### config.mk
export PLATFORM = sky130hd
export DESIGN_NAME = mii_link_probe
export DESIGN_NICKNAME = d
export VERILOG_FILES = /design/src/rtl/mii_probe_pkg.sv /design/src/rtl/mgmt_xact.sv /design/src/rtl/link_mode_dec.sv /design/src/rtl/mii_link_probe.sv
export SDC_FILE = /design/constraint.sdc
export NUM_CORES = 1
export LEC_CHECK = 0
export CELL_PAD_IN_SITES_DETAIL_PLACEMENT = 0
export CELL_PAD_IN_SITES_GLOBAL_PLACEMENT = 1
export CORE_ASPECT_RATIO = 0.75
export CORE_UTILIZATION = 45
export CTS_BUF_LIST = sky130_fd_sc_hd__clkbuf_16
export DETAILED_ROUTE_END_ITERATION = 7
export GPL_TIMING_DRIVEN = 0
export HOLD_SLACK_MARGIN = 0.12
export PLACE_DENSITY = 0.81
export SYNTH_ARGS = -nofsm -noshare
export SYNTH_HDL_FRONTEND = slang
export SYNTH_HIERARCHICAL = 1
export SYNTH_SLANG_ARGS = --single-unit
### constraint.sdc
create_clock -name clk -period 4 [get_ports clk]
set_input_delay 0.4 -clock clk [delete_from_list [all_inputs] [get_ports clk]]
set_output_delay 0.4 -clock clk [all_outputs]
set_load 0.005 [all_outputs]
### src/rtl/mii_probe_pkg.sv
package mii_probe_pkg;
  typedef enum logic [2:0] {
    SQ_IDLE, SQ_ID_HI, SQ_ID_LO, SQ_ADV, SQ_LP, SQ_RES
  } seq_t;

  typedef enum logic [1:0] {
    MX_IDLE, MX_GO, MX_GAP, MX_POLL
  } mx_t;

  localparam int REG_ID_HI = 2;
  localparam int REG_ID_LO = 3;
  localparam int REG_ADV   = 4;
  localparam int REG_LP    = 5;
endpackage

### src/rtl/mgmt_xact.sv
module mgmt_xact
  import mii_probe_pkg::*;
#(
  parameter int PHY_AW     = 5,
  parameter int REG_AW     = 5,
  parameter int DATA_W     = 16,
  parameter int BUSY_LIMIT = 64
) (
  input  logic                     clk,
  input  logic                     rst,
  input  logic                     req,
  input  logic [PHY_AW-1:0]        req_phy,
  input  logic [REG_AW-1:0]        req_reg,
  output logic                     ready,
  output logic                     done_q,
  output logic                     err_q,
  output logic [DATA_W-1:0]        data_q,
  output logic [PHY_AW+REG_AW-1:0] mgmt_addr,
  output logic                     mgmt_go,
  input  logic                     mgmt_busy,
  input  logic [DATA_W-1:0]        mgmt_rdata
);
  localparam int CW = $clog2(BUSY_LIMIT + 1);

  mx_t          st;
  logic [CW-1:0] wait_cnt;

  assign ready = (st == MX_IDLE);

  always_ff @(posedge clk) begin
    if (rst) begin
      st        <= MX_IDLE;
      wait_cnt  <= '0;
      done_q    <= 1'b0;
      err_q     <= 1'b0;
      data_q    <= '0;
      mgmt_addr <= '0;
      mgmt_go   <= 1'b0;
    end else begin
      done_q <= 1'b0;
      case (st)
        MX_IDLE: begin
          if (req) begin
            mgmt_addr <= {req_phy, req_reg};
            mgmt_go   <= 1'b1;
            err_q     <= 1'b0;
            st        <= MX_GO;
          end
        end
        MX_GO: begin
          mgmt_go <= 1'b0;
          st      <= MX_GAP;
        end
        MX_GAP: begin
          wait_cnt <= '0;
          st       <= MX_POLL;
        end
        MX_POLL: begin
          if (!mgmt_busy) begin
            data_q <= mgmt_rdata;
            done_q <= 1'b1;
            st     <= MX_IDLE;
          end else if (wait_cnt == CW'(BUSY_LIMIT - 1)) begin
            err_q  <= 1'b1;
            done_q <= 1'b1;
            st     <= MX_IDLE;
          end else begin
            wait_cnt <= wait_cnt + 1'b1;
          end
        end
        default: st <= MX_IDLE;
      endcase
    end
  end


  go_pulse_chk: assert property (@(posedge clk) disable iff (rst)
    mgmt_go |=> !mgmt_go);


  capture_idle_chk: assert property (@(posedge clk) disable iff (rst)
    (done_q && !err_q) |-> !$past(mgmt_busy));


  abort_busy_chk: assert property (@(posedge clk) disable iff (rst)
    (done_q && err_q) |-> $past(mgmt_busy));
endmodule

### src/rtl/link_mode_dec.sv
module link_mode_dec #(
  parameter int DATA_W = 16
) (
  input  logic [DATA_W-1:0] adv,
  input  logic [DATA_W-1:0] partner,
  output logic              dead,
  output logic              spd100,
  output logic              fdx
);
  localparam logic [DATA_W-1:0] FAST_MASK = DATA_W'('h0380);
  localparam logic [DATA_W-1:0] DUP_MASK  = DATA_W'('h01C0);
  localparam logic [DATA_W-1:0] HALF10_FD = DATA_W'('h0040);
  localparam logic [DATA_W-1:0] FAST_FD   = DATA_W'('h0100);

  logic [DATA_W-1:0] common;

  always_comb begin
    common = adv & partner;
    dead   = (partner == {DATA_W{1'b1}});
    spd100 = |(common & FAST_MASK);
    fdx    = (|(common & FAST_FD)) || ((common & DUP_MASK) == HALF10_FD);
  end
endmodule

### src/rtl/mii_link_probe.sv
module mii_link_probe
  import mii_probe_pkg::*;
#(
  parameter int PHY_AW     = 5,
  parameter int REG_AW     = 5,
  parameter int DATA_W     = 16,
  parameter int BUSY_LIMIT = 64
) (
  input  logic                     clk,
  input  logic                     rst,
  input  logic                     start,
  output logic [PHY_AW+REG_AW-1:0] mgmt_addr,
  output logic                     mgmt_go,
  input  logic                     mgmt_busy,
  input  logic [DATA_W-1:0]        mgmt_rdata,
  output logic                     mac_speed100,
  output logic                     mac_full_duplex,
  output logic                     mac_ctrl_wr,
  output logic [PHY_AW-1:0]        phy_addr,
  output logic [2*DATA_W-5:0]      phy_id,
  output logic                     phy_found,
  output logic                     probe_fail,
  output logic                     no_link,
  output logic                     mgmt_timeout,
  output logic                     busy,
  output logic                     done
);
  localparam int                ID_W     = 2*DATA_W - 4;
  localparam logic [PHY_AW-1:0] LAST_PHY = {PHY_AW{1'b1}};

  seq_t              st;
  logic              waiting;
  logic [PHY_AW-1:0] cur_phy;
  logic [DATA_W-1:0] id_hi_q, adv_q, lp_q;
  logic              x_req, x_ready, x_done, x_err;
  logic [DATA_W-1:0] x_data;
  logic [REG_AW-1:0] x_reg;
  logic              r_dead, r_spd, r_fdx;
  logic              rd_state, empty_slot;

  always_comb begin
    rd_state = (st == SQ_ID_HI) || (st == SQ_ID_LO) || (st == SQ_ADV) || (st == SQ_LP);
    x_req    = rd_state && !waiting;
    case (st)
      SQ_ID_LO: x_reg = REG_AW'(REG_ID_LO);
      SQ_ADV:   x_reg = REG_AW'(REG_ADV);
      SQ_LP:    x_reg = REG_AW'(REG_LP);
      default:  x_reg = REG_AW'(REG_ID_HI);
    endcase
    empty_slot = (x_data == '0) || (x_data == {DATA_W{1'b1}});
  end

  mgmt_xact #(
    .PHY_AW(PHY_AW), .REG_AW(REG_AW), .DATA_W(DATA_W), .BUSY_LIMIT(BUSY_LIMIT)
  ) u_xact (
    .clk(clk), .rst(rst), .req(x_req), .req_phy(cur_phy), .req_reg(x_reg),
    .ready(x_ready), .done_q(x_done), .err_q(x_err), .data_q(x_data),
    .mgmt_addr(mgmt_addr), .mgmt_go(mgmt_go), .mgmt_busy(mgmt_busy),
    .mgmt_rdata(mgmt_rdata)
  );

  link_mode_dec #(.DATA_W(DATA_W)) u_dec (
    .adv(adv_q), .partner(lp_q), .dead(r_dead), .spd100(r_spd), .fdx(r_fdx)
  );

  always_ff @(posedge clk) begin
    if (rst) begin
      st              <= SQ_IDLE;
      waiting         <= 1'b0;
      cur_phy         <= '0;
      id_hi_q         <= '0;
      adv_q           <= '0;
      lp_q            <= '0;
      mac_speed100    <= 1'b0;
      mac_full_duplex <= 1'b0;
      mac_ctrl_wr     <= 1'b0;
      phy_addr        <= '0;
      phy_id          <= '0;
      phy_found       <= 1'b0;
      probe_fail      <= 1'b0;
      no_link         <= 1'b0;
      mgmt_timeout    <= 1'b0;
      busy            <= 1'b0;
      done            <= 1'b0;
    end else begin
      done        <= 1'b0;
      mac_ctrl_wr <= 1'b0;
      if (x_req && x_ready) waiting <= 1'b1;
      if (rd_state && x_done) begin
        waiting <= 1'b0;
        if (x_err) begin
          mgmt_timeout <= 1'b1;
          done         <= 1'b1;
          busy         <= 1'b0;
          st           <= SQ_IDLE;
        end else begin
          case (st)
            SQ_ID_HI: begin
              if (!empty_slot) begin
                id_hi_q <= x_data;
                st      <= SQ_ID_LO;
              end else if (cur_phy == LAST_PHY) begin
                probe_fail <= 1'b1;
                done       <= 1'b1;
                busy       <= 1'b0;
                st         <= SQ_IDLE;
              end else begin
                cur_phy <= cur_phy + 1'b1;
              end
            end
            SQ_ID_LO: begin
              phy_id    <= ID_W'({id_hi_q, x_data[DATA_W-1:4]});
              phy_addr  <= cur_phy;
              phy_found <= 1'b1;
              st        <= SQ_ADV;
            end
            SQ_ADV: begin
              adv_q <= x_data;
              st    <= SQ_LP;
            end
            default: begin
              lp_q <= x_data;
              st   <= SQ_RES;
            end
          endcase
        end
      end else begin
        case (st)
          SQ_IDLE: begin
            if (start) begin
              cur_phy      <= '0;
              phy_addr     <= '0;
              phy_id       <= '0;
              phy_found    <= 1'b0;
              probe_fail   <= 1'b0;
              no_link      <= 1'b0;
              mgmt_timeout <= 1'b0;
              busy         <= 1'b1;
              st           <= SQ_ID_HI;
            end
          end
          SQ_RES: begin
            if (r_dead) begin
              no_link <= 1'b1;
            end else if ((r_spd != mac_speed100) || (r_fdx != mac_full_duplex)) begin
              mac_speed100    <= r_spd;
              mac_full_duplex <= r_fdx;
              mac_ctrl_wr     <= 1'b1;
            end
            done <= 1'b1;
            busy <= 1'b0;
            st   <= SQ_IDLE;
          end
          default: ;
        endcase
      end
    end
  end


  fail_excl_chk: assert property (@(posedge clk) disable iff (rst)
    probe_fail |-> !phy_found);


  wr_with_done_chk: assert property (@(posedge clk) disable iff (rst)
    mac_ctrl_wr |-> (done && !no_link));


  nolink_hold_chk: assert property (@(posedge clk) disable iff (rst)
    (done && no_link) |-> ($stable(mac_speed100) && $stable(mac_full_duplex)));


  adv_addr_chk: assert property (@(posedge clk) disable iff (rst)
    (mgmt_go && mgmt_addr[REG_AW-1:0] == REG_AW'(REG_ADV))
      |-> (phy_found && mgmt_addr[PHY_AW+REG_AW-1:REG_AW] == phy_addr));
endmodule

==> results of run 1 <==
==> worst max-delay path by stage <==
| stage | endpoint | slack (ns) | depth (start not counted) |
|---|---|---|---|
| after floorplan | cur_phy[0] | 2.22 | 7 |
| after global placement | phy_addr[1] | 1.38 | 5 |
| after detailed placement | lp_q[3] | 1.33 | 5 |
| after CTS | lp_q[3] | 1.71 | 5 |
| after global routing | phy_addr[1] | 1.55 | 7 |
| final | lp_q[3] | 1.74 | 5 |
==> worst reg2reg max path: cells and delay by family (launching register included) <==
family	cells	cell delay (ns)
flops	1	0.37
buf+inv	3	1.11
compound gates	1	0.18
simple gates	3	0.52
==> metal layers <==
metal / up-vias / track usage [%]
met2: 159 / 37.6
met5: - / 0
li1: 2200 / -
met3: 15 / 4.87
met4: 0 / 8.74
met1: 2105 / 34.6
==> final cells by class <==
| cell class | count | area, um2 | share of cell area [%] |
|---|---|---|---|
| flip-flops and latches | 125 | 2500 | 37.7 |
| multi-input cells | 397 | 2380 | 35.9 |
| repair buffers | 72 | 721 | 10.8 |
| clock buffers | 17 | 425 | 6.40 |
| plain buffers | 41 | 201 | 3.03 |
| clock inverters | 15 | 195 | 2.94 |
| well taps | 140 | 175 | 2.64 |
| inverters | 11 | 41.3 | 0.621 |
==> state kept, by name (all words and copies together), names as in the netlist, 2 cells and up <==
| signal | cells |
|---|---|
| id_hi_q | 16 |
| u_xact/data_q | 16 |
| lp_q | 16 |
| phy_addr | 5 |
| phy_id | 28 |
| u_xact/wait_cnt | 7 |
| u_xact/mgmt_addr | 10 |
| st | 3 |
| adv_q | 4 |
| u_xact/st | 2 |
| cur_phy | 5 |
==> per-stage QoR <==
step / total power [mW] / hold WS (ns) / instance area (um2) / worst slack [ns]
final: 3.35 / 0.436 / 6650 / 1.74
after global routing: 3.47 / 0.462 / 6650 / 1.55
after CTS: 3.36 / 0.436 / 6650 / 1.71
after detailed placement: 1.76 / 0.425 / 6030 / 1.33
after global placement: 1.75 / 0.418 / 6030 / 1.38
after floorplan: 1.61 / 0.404 / 5130 / 2.22
==> power groups by stage <==
stage          Sequential, mW  Combinational (mW)  Clock, mW
2_1_floorplan            1.33               0.282          0
3_3_place_gp             1.34               0.407          0
3_5_place_dp             1.34               0.415          0
4_1_cts                  1.31               0.420       1.62
5_1_grt                  1.32               0.470       1.68
6_report                 1.32               0.427       1.61
==> impl.org, run 1 <==
** Status
- Result of the run :: finished with violations
- The checks that failed: design-rule violations.

** Floorplan
- The floorplan has 33 rows.
- Measured along the y axis, the die boundary spans 94.4 um.
- Die extent in x :: 125 um
- Starting Density :: between 40% and 50%
- The core region is 11000 um2.
- The die covers 11800 um2.
- I/O pin cnt :: 73

** Worst hold path
- Class of the tightest hold or removal check :: flop to flop
- Min-Delay Path Depth :: 2
- The startpoint identified for the worst hold timing path is u_xact/wait_cnt[6].
- WHS Endpoint :: u_xact/wait_cnt[6]

** Timing
- For the final database, setup skew stands at about 0.0077 ns.
- In this run the tightest slew margin relative to its limit is 33.4%.
- The worst path in the final design needs a cycle of 2.26 ns, including I/O delays and setup.
- The final hold violation count came to 0.
- Timing-limited maximum frequency :: 443 MHz
- Summed over all failing endpoints, the final setup total negative slack is 0 ns.
- After layout, the worst path uses a little under three fifths of the clock period.
- Unrepaired setup endpoints after global routing :: no
- The number of pins exceeding their max-slew limit in the final report was 0.
- Setup violations remaining at the end of the flow were counted as 0.
- Slew at the pin closest to its max-slew limit :: 0.985 ns

** Clock tree
- CTS Hold Bufs :: 0
- Buffers inserted during post-CTS setup optimization :: 0
- CTS tree :: built
- Number of clock sinks :: 125
- In this run the clock root is driven by a sky130_fd_sc_hd__clkbuf_16.
- Clock-pin slew of the registers on the worst-case setup and hold paths :: 0.06 ns
- For the worst-skew pair, the clock arrives at the later sink with an insertion delay of slightly above 0.4 ns.
- Buffers from clock root to sink, at most :: 2
- In this run the number of H-tree levels came out at 4.
- Number of gates resized after cts :: 0
- In this run, CTS created clock tree buffers numbering 17.

** Critical path
- CP endpoint kind :: flop
- Of all nets on the critical path, the largest fanout is 10.
- Walking the worst path, the cells encountered are clkdlybuf4s50_1 -> clkbuf_1 -> clkbuf_1 -> clkbuf_1 -> nor2_1.
- Worst r2r dst :: phy_id[24]
- By instance count, the cell type seen most on the critical path is sky130_fd_sc_hd__clkbuf_1.
- The number of buffers and inverters on the critical path is 4.
- Kind of cell adding the most delay to the critical path :: buffers and inverters
- On the worst path, the slowest cell contributes a delay of 0.58 ns.
- Data on the critical path is required at its endpoint by 4.27 ns.
- By startpoint and endpoint, the worst setup path is classified as input pin to flop.
- Register-to-register setup slack :: 1.75 ns
- Counting cells, the worst reg-to-reg path comes to 7.
- The startpoint identified for the worst register-to-register timing path is st[2].
- Start point of the critical path :: rst
- Sort of element at the start of the critical path :: input pin
- The slowest stage of the critical path is the sky130_fd_sc_hd__clkdlybuf4s50_1 cell.
- Arrival time at the worst endpoint :: between 2 and 3 ns

** GRT
- The number of global-route vias before repair was 4176.
- Entering global routing, the biggest net connects 17 pins.
- GRT Resource Usage Total :: about a quarter
- The first global-routing pass estimated 22000 um of wire.
- Grt ovf :: 0
- The number of antenna violations at the first check in global routing is 0.

** Finish
- Leaving out fill and tap cells, the most frequent cells in the layout are sky130_fd_sc_hd__dfxtp_1 (125), sky130_fd_sc_hd__nor2_1 (90), sky130_fd_sc_hd__nand2_1 (73).
- Number of fill cells in the layout :: 971
- Diode count :: 0
- Area grow syn2layout :: 29.7%
- Fraction of layout cells with a size suffix above 1 :: 8.41%
- At the end of the flow, the number of nets in the layout was 693.
- Once layout is complete, the cells apart from fillers number 818.
- Final design utilization :: about 60%
- Leaving out fill and tap cells, the most frequent cell in the layout is sky130_fd_sc_hd__dfxtp_1.

** Drt
- Via-per-instance ratio :: 5.48
- After detailed routing, the average wire length per cell comes to 17.1 um.
- The detail route stage leaves a number of antenna-violating nets equal to 0.
- The first routing iteration left 291 violations.
- Number of detailed-route iterations in the first pass :: 7
- Across all layers, the routed design uses 4479 vias.
- DRC viols :: 1
- Summed over all nets, wire length on met2 after detailed routing comes to 6080 um.
- Met3 wire length :: 1010 um
- The detailed router used layers up to and including met4.
- Wires add up to 14000 um.
- Routed metal-1 wirelength :: 6760 um

** Yosys
- Cell area after technology mapping :: between 5000 and 6000 um2
- Synth warnings :: 6
- Averaged over all synthesized cells, the footprint is between 8 and 9 um2.
- Synthesized instance count :: between 500 and 600

** Power and ir drop
- Fraction of power consumed by combinational cells :: 12.8%
- Net switching share of the total power :: around 26%
- IR analysis of the VDD net gives a maximum drop of a little over 300 uV.
- Sequential cells account for 39.3% of the total power.
- The analysis attributes to net switching a power of 0.859 mW.
- Clock power share :: between 40 and 50%
- Dividing total power by cell area gives a power density of 504 nW/um2.
- Cell internal power was estimated by the tool at 2.49 mW.
- LEAKAGE :: 2.45 nW

** Place
- Counting tap cells, the placed design contains a total of 786 instances.
- Half-perimeter wire length of the detailed placement result :: 9980 um
- Final estimated routing congestion in global placement :: 0.859
- In this run the tool buffered the top-level ports with 72 buffer cells.

** Flow run
- Number of violations of the max-capacitance limit :: 0
Power figures use the tool's default switching activity.
==> run 2: changes to the inputs <==
--- a/config.mk
+++ b/config.mk
@@ -8,12 +8,12 @@
 export CELL_PAD_IN_SITES_DETAIL_PLACEMENT = 0
 export CELL_PAD_IN_SITES_GLOBAL_PLACEMENT = 1
 export CORE_ASPECT_RATIO = 0.75
-export CORE_UTILIZATION = 45
+export CORE_UTILIZATION = 38
 export CTS_BUF_LIST = sky130_fd_sc_hd__clkbuf_16
 export DETAILED_ROUTE_END_ITERATION = 7
 export GPL_TIMING_DRIVEN = 0
 export HOLD_SLACK_MARGIN = 0.12
-export PLACE_DENSITY = 0.81
+export PLACE_DENSITY = 0.73
 export SYNTH_ARGS = -nofsm -noshare
 export SYNTH_HDL_FRONTEND = slang
 export SYNTH_HIERARCHICAL = 1
==> constraint.sdc (replaced) <==
create_clock -name clk -period 1.8 [get_ports clk]
set_input_delay 0.18 -clock clk [delete_from_list [all_inputs] [get_ports clk]]
set_output_delay 0.18 -clock clk [all_outputs]
set_load 0.005 [all_outputs]
==> run 2 against run 1 <==
The run ends with negative setup slack left. Via count rose by 2.2%. Die area rose by 18%. Cell count is 6.1% higher. Worst setup slack lost 1.8 ns. Non-clock buffer count increased by 19. Sequential share of layout area fell by 0.97 points. Clock skew increased by 0.0059 ns. Total power rose by 120%. Critical path depth increased by 2.
==> impl.org, run 2 (synthesis results as in run 1) <==
** Finish
- Largest register by flop count :: phy_id
- Area used by multi-input combinational logic :: 2480 um2
- The register with the most flip-flops in the layout has 28 of them.
- Area grow syn2layout :: 36.7%
- Diode count :: 0
- Storage element area :: 2570 um2
- In the final layout, the share of cells above drive strength 1 is between 10% and 20%.
- The library cell used most frequently in the layout, excluding fill and tap cells, is sky130_fd_sc_hd__dfxtp_1.
- NumNets Final :: between 700 and 800
- Counting the fill cells in the layout gives 1212.
- Final design utilization :: approximately 54%
- Most used cells in the layout excluding fill and tap cells :: sky130_fd_sc_hd__dfxtp_1 (103), sky130_fd_sc_hd__nor2_1 (89), sky130_fd_sc_hd__nand2_1 (72), sky130_fd_sc_hd__clkdlybuf4s50_1 (72), sky130_fd_sc_hd__a21oi_1 (41)

** Drt
- After detailed routing, the number of remaining DRC violations is 0.
- The routed design has 14400 um of wire.
- Post-route ant nets :: 0
- Via-per-instance ratio :: 5.28
- Across all layers, the routed design uses 4579 vias.
- Routed wirelength normalized by instance count :: 16.6 um
- In this run, the number of DRC markers left after iteration 0 of detailed routing was between 200 and 250.
- Before antenna repair, the detailed router went through 4 iterations.

** Clock tree
- Buffers inserted to repair hold after CTS numbered 0.
- Clock-pin slew of the registers on the worst-case setup and hold paths :: roughly 0.06 ns
- CTS HTree Levels :: 4
- CTS placed an instance of sky130_fd_sc_hd__clkbuf_16 at the clock tree root.
- TritonCTS built the clock tree.
- CTS saw 125 sinks.
- Clock latency on the worst-skew pair :: 0.42 ns
- The longest clock path from root to sink contains 2 buffers.
- Clock buffer count from CTS :: 17

** Critical path
- Critical-path maximum fanout :: 10
- Worst setup path category :: flop to flop
- The worst setup path is captured at a flop.
- Arrival time at the worst endpoint :: 2.17 ns
- STA classifies the critical path startpoint as a flop.
- STA puts the critical path data required time at approximately 2.1 ns.
- Reg2reg path depth :: 7

** Floorplan
- Pin placement for this block handled 73 I/O pins.
- Starting Density :: 39.2%
- Core area :: 13100 um2
- The floorplan has 36 rows.
- Die ar. :: 14000 um2
- Chip height :: 103 um
- In this run the horizontal extent of the chip is 136 um.

** Place
- Final estimated routing congestion in global placement :: 0.828
- Half-perimeter wire length of the detailed placement result :: 10100 um
- The count of buffers added on input and output ports is 72.
- At the placement stage, the worst setup path has a slack of -0.642 ns.

** Timing
- Slew Limit Fails :: 0
- The routed design could run at a clock period as short as 1.83 ns.
- Final setup violation count :: 1
- The tightest hold path in the finished design has a slack of 0.317 ns.
- In this run the tightest slew margin relative to its limit is 63.0%.
- Timing-limited maximum frequency :: between 500 and 600 MHz
- At the pin with the least slew margin, the transition time is about 0.55 ns.
- Unrepaired setup endpoints after global routing :: yes
- After layout, the worst path uses 102% of the clock period.
- The final hold violation count came to 0.
- On the final layout, the worst clock skew is 0.0136 ns.
- Least setup slack across all paths after layout :: -0.0348 ns
- For the final routed database, the setup TNS stands at -0.0348 ns.

** GRT
- Grt ovf :: 0
- The first global-routing pass estimated 22800 um of wire.
- Maximum number of pins on one net before global-route repair :: 17
- The number of global-route vias before repair was between 4k and 5k.
- Antenna violations before repair :: 0
- Across every metal layer, demand over resource in global routing totals 21.7%.

** Worst hold path
- Along the worst hold path, the cell count comes to 3.
- The path class of the tightest hold or removal check is input pin to flop.

** Status
- Result of the run :: finished with violations
- Violations in the final reports :: negative setup slack

** Power and ir drop
- Net switching share of the total power :: 26.0%
- Cell internal power was estimated by the tool at 5.48 mW.
- Peak supply drop :: 772 uV
- Total power per unit cell area :: 1060 nW/um2
- Sequential cell fraction of total power :: between 30% and 40%
- Of the total power, the clock network draws 45.8%.
- In this run the static leakage power is 2.63 nW.
- After layout, the design draws a total of approximately 7.4 mW.
- In this run, the combinational gates consume approximately 15% of the power.
- For this design the total switching power over the nets is 1.92 mW.

** Flow run
- The tool flagged a number of max-cap violations equal to 0.
-- run 2: changes by cell type in the layout (fill, tap and decap cells not counted), moves of 3 or more --
cell and change:
sky130_fd_sc_hd__clkbuf_2 +11, sky130_fd_sc_hd__buf_4 +21, sky130_fd_sc_hd__clkbuf_4 +5, sky130_fd_sc_hd__dfxtp_4 +16
sky130_fd_sc_hd__dfxtp_1 -22, sky130_fd_sc_hd__dfxtp_2 +6, sky130_fd_sc_hd__clkbuf_1 -18, sky130_fd_sc_hd__clkinv_2 +4
sky130_fd_sc_hd__clkinv_4 -3
-- run 2: per-layer routing --
metal  share of wire (%)  track usage, %  wire length, um
met1                  50            30.9             7220
met4                 1.2            7.69              171
met5                   0               0                0
met2                  44            32.4             6310
met3                 5.1            4.38              731
-- run 2: final timing paths --
kind                        endpoint               start  slack [ns]
setup / recovery          cur_phy[0]        u_xact/err_q       -0.03
hold / removal     u_xact/data_q[11]      mgmt_rdata[11]        0.32
setup reg to reg          cur_phy[0]        u_xact/err_q       -0.03
hold reg to reg   u_xact/wait_cnt[6]  u_xact/wait_cnt[6]        0.44
-- run 2: layout make-up --
cell class              instances  area share [%]
flip-flops and latches        125            36.7
multi-input cells             397            35.4
repair buffers                 93            12.7
clock buffers                  17            6.07
plain buffers                  39            3.23
well taps                     171            3.05
clock inverters                15            2.23
inverters                      11           0.589
-- run 2: timing repair --
item	in CTS	in global routing
endpoints found under the setup margin	83	70
gates resized for setup	62	33
setup buffers	9	12
pin swaps	3	13
-- run 2: stage by stage --
step                instance area, um2  cells
finish                            7010    868
CTS                               6850    857
detailed placement                6060    817
floorplan                         5130    574
global placement                  6060    817
global route                      7010    868
-- run 2: power groups by stage --
stage | sequential, mW | combinational, mW | clock [mW]
floorplan | 2.96 | 0.627 | 0
global placement | 2.98 | 0.912 | 0
detailed placement | 2.98 | 0.920 | 0
CTS | 2.91 | 1.00 | 3.45
global route | 2.91 | 1.22 | 3.59
finish | 2.90 | 1.11 | 3.39
-- run 2: worst max-delay path, cell delays in order, from the launching register on --
cell and delay, ns:
sky130_fd_sc_hd__dfxtp_4 0.37, sky130_fd_sc_hd__and2b_4 0.29, sky130_fd_sc_hd__nand3_2 0.09, sky130_fd_sc_hd__buf_8 0.13, sky130_fd_sc_hd__o21a_1 0.10, sky130_fd_sc_hd__buf_6 0.14
sky130_fd_sc_hd__or4_1 0.50, sky130_fd_sc_hd__a31oi_1 0.13
==> run 3: changes to the inputs <==
--- a/config.mk
+++ b/config.mk
@@ -12,7 +12,6 @@
 export CTS_BUF_LIST = sky130_fd_sc_hd__clkbuf_16
 export DETAILED_ROUTE_END_ITERATION = 7
 export GPL_TIMING_DRIVEN = 0
-export HOLD_SLACK_MARGIN = 0.12
 export PLACE_DENSITY = 0.73
 export SYNTH_ARGS = -nofsm -noshare
 export SYNTH_HDL_FRONTEND = slang
==> results of run 3 <==
Same layout as run 2: the final DEF is identical, and so are final timing and power.
